==> config.mk <==
export PLATFORM = sky130hd
export DESIGN_NAME = prio_irq_ctrl
export DESIGN_NICKNAME = d
export VERILOG_FILES = /design/src/rtl/irq_prio_pkg.sv /design/src/rtl/irq_edge_det.sv /design/src/rtl/irq_pend_bank.sv /design/src/rtl/irq_level_track.sv /design/src/rtl/irq_ack_route.sv /design/src/rtl/prio_irq_ctrl.sv
export SDC_FILE = /design/constraint.sdc
export NUM_CORES = 1
export LEC_CHECK = 0
export CAP_MARGIN = 20
export CELL_PAD_IN_SITES_DETAIL_PLACEMENT = 0
export CELL_PAD_IN_SITES_GLOBAL_PLACEMENT = 1
export CORE_UTILIZATION = 36
export CTS_BUF_LIST = sky130_fd_sc_hd__clkbuf_2
export DETAILED_ROUTE_END_ITERATION = 7
export HOLD_SLACK_MARGIN = 0.1
export PLACE_DENSITY = 0.87
export SLEW_MARGIN = 20
export SYNTH_ARGS = -nofsm -noshare
export SYNTH_HDL_FRONTEND = slang
export SYNTH_SLANG_ARGS = --single-unit
==> constraint.sdc <==
create_clock -name clk -period 1.55 [get_ports clk]
set_input_delay 0.465 -clock clk [delete_from_list [all_inputs] [get_ports clk]]
set_output_delay 0.465 -clock clk [all_outputs]
set_load 0.05 [all_outputs]
==> src/rtl/irq_prio_pkg.sv <==
package irq_prio_pkg;
  parameter int unsigned NUM_LVL = 7;
  localparam int unsigned LVL_W  = $clog2(NUM_LVL + 1);

  typedef logic [NUM_LVL-1:0] lvl_mask_t;
  typedef logic [LVL_W-1:0]   lvl_t;

  localparam lvl_t NMI_LVL = lvl_t'(7);
  localparam lvl_t IN_LVL  = lvl_t'(2);
  localparam lvl_t OUT_LVL = lvl_t'(1);
  localparam int unsigned NMI_BIT = NMI_LVL - 1;

  // highest set level in a mask, scanned from the top; 0 when empty
  function automatic lvl_t top_level(lvl_mask_t m);
    lvl_t r;
    logic found;
    r = '0;
    found = 1'b0;
    for (int i = NUM_LVL - 1; i >= 0; i--) begin
      if (!found && m[i]) begin
        r = lvl_t'(i + 1);
        found = 1'b1;
      end
    end
    return r;
  endfunction
endpackage

==> src/rtl/irq_edge_det.sv <==
module irq_edge_det (
  input  logic clk,
  input  logic rst_n,
  input  logic trig,
  output logic rise
);
  logic prev_q;
  logic prev_d;

  always_comb prev_d = trig;

  always_ff @(posedge clk or negedge rst_n) begin
    if (!rst_n) prev_q <= 1'b0;
    else        prev_q <= prev_d;
  end

  assign rise = trig & ~prev_q;
endmodule

==> src/rtl/irq_pend_bank.sv <==
module irq_pend_bank
  import irq_prio_pkg::*;
(
  input  logic      clk,
  input  logic      rst_n,
  input  lvl_mask_t set_i,
  input  lvl_mask_t clr_i,
  output lvl_mask_t pend_q,
  output lvl_mask_t pend_d
);
  for (genvar g = 0; g < NUM_LVL; g++) begin : g_bit
    logic en;
    always_comb begin
      en        = set_i[g] | clr_i[g];
      pend_d[g] = en ? set_i[g] : pend_q[g];   // set wins over clear
    end
    always_ff @(posedge clk or negedge rst_n) begin
      if (!rst_n)  pend_q[g] <= 1'b0;
      else if (en) pend_q[g] <= set_i[g];
    end
  end
endmodule

==> src/rtl/irq_level_track.sv <==
module irq_level_track
  import irq_prio_pkg::*;
(
  input  logic      clk,
  input  logic      rst_n,
  input  lvl_mask_t pend_q,
  input  lvl_mask_t pend_d,
  input  lvl_mask_t set_i,
  input  lvl_mask_t clr_i,
  output lvl_t      ipl_q
);
  logic      clr_any;
  lvl_mask_t fresh;
  lvl_t      cand;
  lvl_t      ipl_d;
  logic      ipl_en;

  always_comb begin
    clr_any = |clr_i;
    fresh   = set_i & ~pend_q;
    cand    = top_level(fresh);
    ipl_d   = ipl_q;
    ipl_en  = 1'b0;
    if (clr_any) begin
      ipl_d  = top_level(pend_d);
      ipl_en = 1'b1;
    end else if (cand > ipl_q) begin
      ipl_d  = cand;
      ipl_en = 1'b1;
    end
  end

  always_ff @(posedge clk or negedge rst_n) begin
    if (!rst_n)      ipl_q <= '0;
    else if (ipl_en) ipl_q <= ipl_d;
  end
endmodule

==> src/rtl/irq_ack_route.sv <==
module irq_ack_route
  import irq_prio_pkg::*;
(
  input  logic clk,
  input  logic rst_n,
  input  logic ack_valid,
  input  lvl_t ack_level,
  output logic nmi_ack,
  output logic resp_valid_q,
  output logic resp_auto_q
);
  logic has_dev;
  logic auto_d;

  always_comb begin
    has_dev = (ack_level == NMI_LVL) || (ack_level == IN_LVL) ||
              (ack_level == OUT_LVL);
    auto_d  = ack_valid & has_dev;
    nmi_ack = ack_valid & (ack_level == NMI_LVL);
  end

  always_ff @(posedge clk or negedge rst_n) begin
    if (!rst_n) begin
      resp_valid_q <= 1'b0;
      resp_auto_q  <= 1'b0;
    end else begin
      resp_valid_q <= ack_valid;
      resp_auto_q  <= auto_d;
    end
  end
endmodule

==> src/rtl/prio_irq_ctrl.sv <==
module prio_irq_ctrl (
  input  logic                               clk,
  input  logic                               rst_n,
  input  logic [irq_prio_pkg::NUM_LVL-1:0]   set_pulse,
  input  logic [irq_prio_pkg::NUM_LVL-1:0]   clr_pulse,
  input  logic                               nmi_trig,
  input  logic                               ack_valid,
  input  logic [irq_prio_pkg::LVL_W-1:0]     ack_level,
  output logic [irq_prio_pkg::NUM_LVL-1:0]   pending,
  output logic [irq_prio_pkg::LVL_W-1:0]     ipl,
  output logic                               resp_valid,
  output logic                               resp_autovec
);
  import irq_prio_pkg::*;

  logic [1:0] rst_sync_q;
  logic       rst_int_n;
  logic       nmi_rise;
  logic       nmi_ack;
  lvl_mask_t  set_eff;
  lvl_mask_t  clr_eff;
  lvl_mask_t  pend_q;
  lvl_mask_t  pend_d;
  lvl_t       ipl_q;

  // asynchronous assert, synchronous release
  always_ff @(posedge clk or negedge rst_n) begin
    if (!rst_n) rst_sync_q <= 2'b00;
    else        rst_sync_q <= {rst_sync_q[0], 1'b1};
  end
  assign rst_int_n = rst_sync_q[1];

  irq_edge_det u_nmi_edge (
    .clk   (clk),
    .rst_n (rst_int_n),
    .trig  (nmi_trig),
    .rise  (nmi_rise)
  );

  irq_ack_route u_ack (
    .clk          (clk),
    .rst_n        (rst_int_n),
    .ack_valid    (ack_valid),
    .ack_level    (ack_level),
    .nmi_ack      (nmi_ack),
    .resp_valid_q (resp_valid),
    .resp_auto_q  (resp_autovec)
  );

  always_comb begin
    set_eff          = set_pulse;
    clr_eff          = clr_pulse;
    set_eff[NMI_BIT] = set_pulse[NMI_BIT] | nmi_rise;
    clr_eff[NMI_BIT] = clr_pulse[NMI_BIT] | nmi_ack;
  end

  irq_pend_bank u_pend (
    .clk    (clk),
    .rst_n  (rst_int_n),
    .set_i  (set_eff),
    .clr_i  (clr_eff),
    .pend_q (pend_q),
    .pend_d (pend_d)
  );

  irq_level_track u_lvl (
    .clk    (clk),
    .rst_n  (rst_int_n),
    .pend_q (pend_q),
    .pend_d (pend_d),
    .set_i  (set_eff),
    .clr_i  (clr_eff),
    .ipl_q  (ipl_q)
  );

  assign pending = pend_q;
  assign ipl     = ipl_q;
endmodule

### After elaboration in Yosys (flattened, before gate mapping)

Cells that the tools add are included.

* bits of input ports: 21
* word-level logic and storage cells: 103
* register bits after elaboration: 15

* bitwise gates (word level): 15
* eq/ne operators: 3
* $lt $le $gt $ge: 1
* muxes and demuxes: 43
* reduce and logical (&&, ||, !) cells: 29

Operators by type and width (count)
* $mux W3: 16
* $mux W1: 27
* $logic_and A1 B1 Y1: 12
* $logic_not A1 Y1: 12
* $or A1 B1 Y1: 9
* $and A7 B7 Y7: 1
* $not A7 Y7: 1
* $reduce_or A7 Y1: 1
* $and A1 B1 Y1: 3
* $eq A3 B1 Y1 const B: 1
* $eq A3 B2 Y1 const B: 1
* $eq A3 B3 Y1 const B: 1
* $gt A3 B3 Y1: 1
* $logic_or A1 B1 Y1: 2
* $reduce_and A2 Y1: 1
* $reduce_bool A2 Y1: 1
* $not A1 Y1: 1

### Longest topological paths before layout

* depth in word-level cells: 31
* gate-level depth with buffers: 9

### Cells and area by module

Synthesis repeated with hierarchy kept, for this count alone.

* cell total of the unflattened synthesis: 83
* area, all modules: 843.3 µm²

By module, submodules not included
* irq_level_track: area an instance 395.4 µm², instances 1, cells an instance 49
* irq_pend_bank: area an instance 254.0 µm², instances 1, cells an instance 21
* irq_ack_route: area an instance 88.8 µm², instances 1, cells an instance 6
* prio_irq_ctrl: area an instance 66.3 µm², instances 1, cells an instance 5
* irq_edge_det: area an instance 38.8 µm², instances 1, cells an instance 2

### Worst setup path after synthesis

OpenSTA, ideal clock, no wires.

* path kind: register to register
* start: register u_pend.pend_q[2]
* end: register u_lvl.ipl_q[0]
* arrival: 2205 ps
* setup time: 73 ps
* stages on the path, launching flop included: 10
* slack: -728 ps
* clock period less this slack: 2278 ps
* path buffers: 0
* required time: 1477 ps
* path through: dfrtp_1 > and2b_1 > o211ai_1 > nand3_1 > ha_1 > nor2b_1 > o21ai_1 > a32oi_2 > mux2i_1 > a2bb2oi_2

* cells in the longest elaborated chain, start to end: 14

RTL lines
* from (decl): line irq_pend_bank.sv:8 `output lvl_mask_t pend_q,`
* from (signal, indexed assignment): line irq_pend_bank.sv:19 `else if (en) pend_q[g] <= set_i[g];`
* $not A7 Y7: line irq_level_track.sv:20 `fresh = set_i & ~pend_q;`
* $and A7 B7 Y7: line irq_level_track.sv:20
* $logic_and A1 B1 Y1: line irq_prio_pkg.sv:20 `if (!found && m[i]) begin`
* $mux W1: line irq_prio_pkg.sv:20
* $logic_not A1 Y1: line irq_prio_pkg.sv:20
* $logic_and A1 B1 Y1: line irq_prio_pkg.sv:20
* $mux W1: line irq_prio_pkg.sv:20
* $logic_not A1 Y1: line irq_prio_pkg.sv:20
* $logic_and A1 B1 Y1: line irq_prio_pkg.sv:20
* $mux W3: line irq_prio_pkg.sv:20
* $gt A3 B3 Y1: line irq_level_track.sv:27 `end else if (cand > ipl_q) begin`
* $mux W1: line irq_level_track.sv:27
* $mux W1: line irq_level_track.sv:24 `if (clr_any) begin`
* $reduce_and A2 Y1 (no line)
* to (signal assigned): line irq_level_track.sv:35 `else if (ipl_en) ipl_q <= ipl_d;`
* to (decl): line irq_level_track.sv:10 `output lvl_t ipl_q`

Several ways; a longest one is shown, not always the timed one. The select of a mux whose other input is x is not followed.
A chain may end at the register's enable or synchronous reset.

### Worst setup path after layout

* start: input port set_pulse[1] (netlist name)
* end: register u_lvl.ipl_q[1]

* cells in the longest elaborated chain, start to end: 10

RTL lines
* from (decl): line prio_irq_ctrl.sv:4 `input logic [irq_prio_pkg::NUM_LVL-1:0] set_pulse,`
* $and A7 B7 Y7: line irq_level_track.sv:20
* $logic_and A1 B1 Y1: line irq_prio_pkg.sv:20
* $mux W1: line irq_prio_pkg.sv:20
* $logic_not A1 Y1: line irq_prio_pkg.sv:20
* $logic_and A1 B1 Y1: line irq_prio_pkg.sv:20
* $mux W3: line irq_prio_pkg.sv:20
* $gt A3 B3 Y1: line irq_level_track.sv:27
* $mux W1: line irq_level_track.sv:27
* $mux W1: line irq_level_track.sv:24
* $reduce_and A2 Y1 (no line)

Several ways; a longest one is shown, not always the timed one. The select of a mux whose other input is x is not followed.

==> summary.md <==
| Metric | Value |
|---|---|
| Number of flops mapped to enable cells by yosys | 0 |
| Flop pwr share | 41.0% |
| Initial drt markers | 6 |
| Post-route insts no fill | ~170 |
| Antenna diodes | 0 |
| Clock slew at reported path FFs | 0.14 ns |
| Sw Share | around a third |
| Worst-Skew Late Latency | 0.28 ns |
| GRT busiest layer | met2 |
| Routed vias | 858 |
| F_max | roughly 460 MHz |
| Layout cells sized above 1 | 43.2% |
| Setup ws final | -0.629 ns |
| Arrival @ worst endpoint | 2.35 ns |
| Switching pwr | ~0.34 mW |
| Min-delay worst type | register to asynchronous set/reset pin |
| Buffers on Ports | 32 |
| Met2 GRT Util | 36.6% |
| Starting density of the core | 39.2% |
| Startpoint Class | primary input |
| Status | finished with violations |
| Total core area | 2250 µm² |
| Largest net degree at the start of global routing | 14 |
| Failing checks | negative setup slack |
| P_leak | ~0.77 nW |
| Clock tree buffer depth | 2 |
| Critical path's slowest cell | ha_4 |
| Syn Std Cell Area | ~900 µm² |
| GP Congestion | 0.816 |
| Mapped Cells | 84 |
| Die width | 51.6 µm |
| Maximum vdd drop | 0.469 mV |
| Tmin final | 2.18 ns |
| Syn Area/Cell | around 11 µm² |
| Post-route ant nets | 0 |
| GR Layer Usage met3 | 4.97% |
| Filler cells | 180 |
| Met1 Usage GRT | 22.0% |
| Area Overhead vs Synth | 83.2% |
| Pre-Repair DR Iteration Count | 4 |
| Yosys top cell by area | dfrtp_1 |
| Reg2Reg Setup Slack | -0.61 ns |
| Initial antenna violation count | 0 |
| CTS sink cnt | 15 |
| Yosys cell types | 33 |
| Max_cap viols | 0 |
| TritonCTS clock tree | yes |
| Max stage delay on crit path | 0.31 ns |
| Drt drc | 0 |
| Largest cells by area after synthesis | dfrtp_1 42%, inv_1 5.5%, mux2i_1 4.5%, ha_1 4.2%, nand2b_1 4.2% |
| Slew HR | 63.7% |
| Layout Skew | 0.00437 ns |
| # setup viols final | 3 |
| CP Max Fanout | 3 |
| Routed wire per std cell | around 13 µm |
| First-pass GRT wire length | 3770 µm |
| Measured slew at the worst slew-check pin | 0.544 ns |
| CTS root buf | clkbuf_2 |
| Pwr Total | between 1 and 1.5 mW |
| Net Count, Synth | 108 |
| Yosys top cell area share | 42.4% |
| Worst setup path class | primary input to register |
| Post-DP HPWL | 1980 µm |
| Int Power | between 0.7 and 0.8 mW |
| Critical-path cell list | dlygate4sd2_1 -> nor2b_1 -> o211ai_1 -> nand3_1 -> ha_4 -> nor2b_4 -> o21ai_2 -> a32oi_2 -> buf_4 -> mux2i_1 -> o21ai_1 |
| Most instantiated cells after synthesis | 15 x dfrtp_1, 13 x inv_1, 6 x nand2b_1 |
| Die area | 2660 µm² |
| Final net count | 171 |
| Worst setup EP type | register |
| Post-synth top flop | dfrtp_1 |
| FP Rows | 17 |
| Crit share post-route | 141% |
| Register area share after synthesis | 42.4% |
| Post-synthesis register bit count | 15 |
| Die Ht | 51.6 µm |
| Fin. max-slew vios | 0 |
| Gr usage total | between 15 and 20% |
| Final wirelength | 2270 µm |
| RSZ-0062 raised after global routing | true |
| Clk pwr share | 17.5% |
| Ys async rst share | 100% |
| Pwr per Cell Area | ~660 nW/µm² |
| I/O pins | 33 |
| Final global-route overflow total | 0 |
| Synth Warn # | 0 |
| Worst path required time | approximately 1.7 ns |
| Fin. Hold Viols | 0 |
| Buffers & Inverters on Critical Path | 2 |
| Htree depth | 1 |
| Count leader, synth | dfrtp_1 |
| Number of global-route vias before repair | 909 |
| Worst path top cell family by delay | compound AO/OA/AOI/OAI gates |
| Vias per cell | 4.93 |
| Share of total power in combinational logic | between 40 and 50% |
| Cts hold-fix bufs | 0 |
| Placed Instances | 169 |
| CTS Buf Count | 3 |
-- layout by cell type, fill, tap and decap left out, types with 3 or more instances in the layout --
cell / n
buf_12: 12
nor2b_4: 3
dlygate4sd2_1: 5
mux2i_1: 4
dfrtp_1: 10
dfrtp_2: 5
inv_1: 13
buf_4: 26
a21o_1: 3
clkdlybuf4s50_1: 13
clkbuf_2: 4
nand2b_1: 6
nand3_1: 3
-- kinds of logic (layout without fill, tap and decap cells) --
logic type	count (synthesis)	in the layout	synth area share [%]
AND/OR/NAND/NOR	27	27	19.8
AO/OA/AOI/OAI	20	20	22.1
flip-flops	15	15	42.4
buffers and inverters	13	75	5.52
multiplexers	4	4	4.53
adder cells (fa/ha/maj)	3	3	4.24
other	1	1	0.424
XOR/XNOR	1	1	0.990
-- worst reg2reg max path: stages, from the launching register on --
cell	delay, ns
dfrtp_2	0.38
and2b_1	0.19
o211ai_1	0.17
nand3_1	0.17
ha_4	0.32
nor2b_4	0.13
o21ai_2	0.06
a32oi_2	0.20
buf_4	0.17
mux2i_1	0.19
o21ai_1	0.07
-- what timing repair did --
| item | in CTS | in global routing |
|---|---|---|
| setup endpoints to repair | 3 | 3 |
| gates resized for setup | 13 | 4 |
| setup buffers | 0 | 1 |
| pin swaps | 7 | 6 |
| endpoints found under the hold margin | 0 | 0 |
-- routing by layer --
metal / vias up / wire, µm
met5: - / 0
met4: 0 / 13
met3: 2 / 53
met2: 11 / 1280
met1: 424 / 927
li1: 421 / -
-- state kept, by name, summed over array words and instances, names as in the netlist --
register            count
rst_sync_q              2
u_ack.resp_auto_q       1
u_ack.resp_valid_q      1
u_lvl.ipl_q             3
u_nmi_edge.prev_q       1
u_pend.pend_q           7
-- power by group through the flow --
stage                     registers [mW]  clock network, mW  logic (mW)
after floorplan                    0.510                  0       0.117
after CTS                          0.437              0.196       0.426
after detailed placement           0.443                  0       0.423
after global routing               0.441              0.213       0.468
after global placement             0.442                  0       0.409
final                              0.437              0.186       0.441
-- final timing paths --
| kind | startpoint | end | depth (start not counted) |
|---|---|---|---|
| worst max-delay path | set_pulse[1] | u_lvl.ipl_q[1]$_DFFE_PN0P_ | 11 |
| worst min-delay path | rst_sync_q[1]$_DFF_PN0_ | u_nmi_edge.prev_q$_DFF_PN0_ | 0 |
| worst max register to register | u_pend.pend_q[2]$_DFF_PN0_ | u_lvl.ipl_q[1]$_DFFE_PN0P_ | 10 |
| worst min register to register | rst_sync_q[1]$_DFF_PN0_ | u_nmi_edge.prev_q$_DFF_PN0_ | 0 |
| max in group asynchronous | rst_sync_q[1]$_DFF_PN0_ | u_pend.pend_q[1]$_DFF_PN0_ | 0 |
| min in group clk | rst_sync_q[0]$_DFF_PN0_ | rst_sync_q[1]$_DFF_PN0_ | 0 |
-- through the flow --
stage          area (µm²)  worst slack, ns  hold slack [ns]  utilization [%]  setup TNS (ns)
6_report             1620           -0.629            0.230             71.9           -1.77
5_1_grt              1620           -0.682            0.291             71.9           -1.95
4_1_cts              1590           -0.662            0.254             70.4           -1.89
3_5_place_dp         1550            -1.12            0.244             68.9           -3.40
3_3_place_gp         1550           -0.993            0.244             68.9           -3.04
2_1_floorplan         891           -0.597            0.160                -           -1.72
-- cell type report --
cell class	instances	area, µm²	share of cell area [%]
timing repair buffer	58	632	39.0
multi-input combinational	56	503	31.0
sequential	15	382	23.6
inverter	13	48.8	3.01
tap	28	35.0	2.16
clock buffer	4	20.0	1.24
Note: power is estimated with default switching activity, not from simulation.
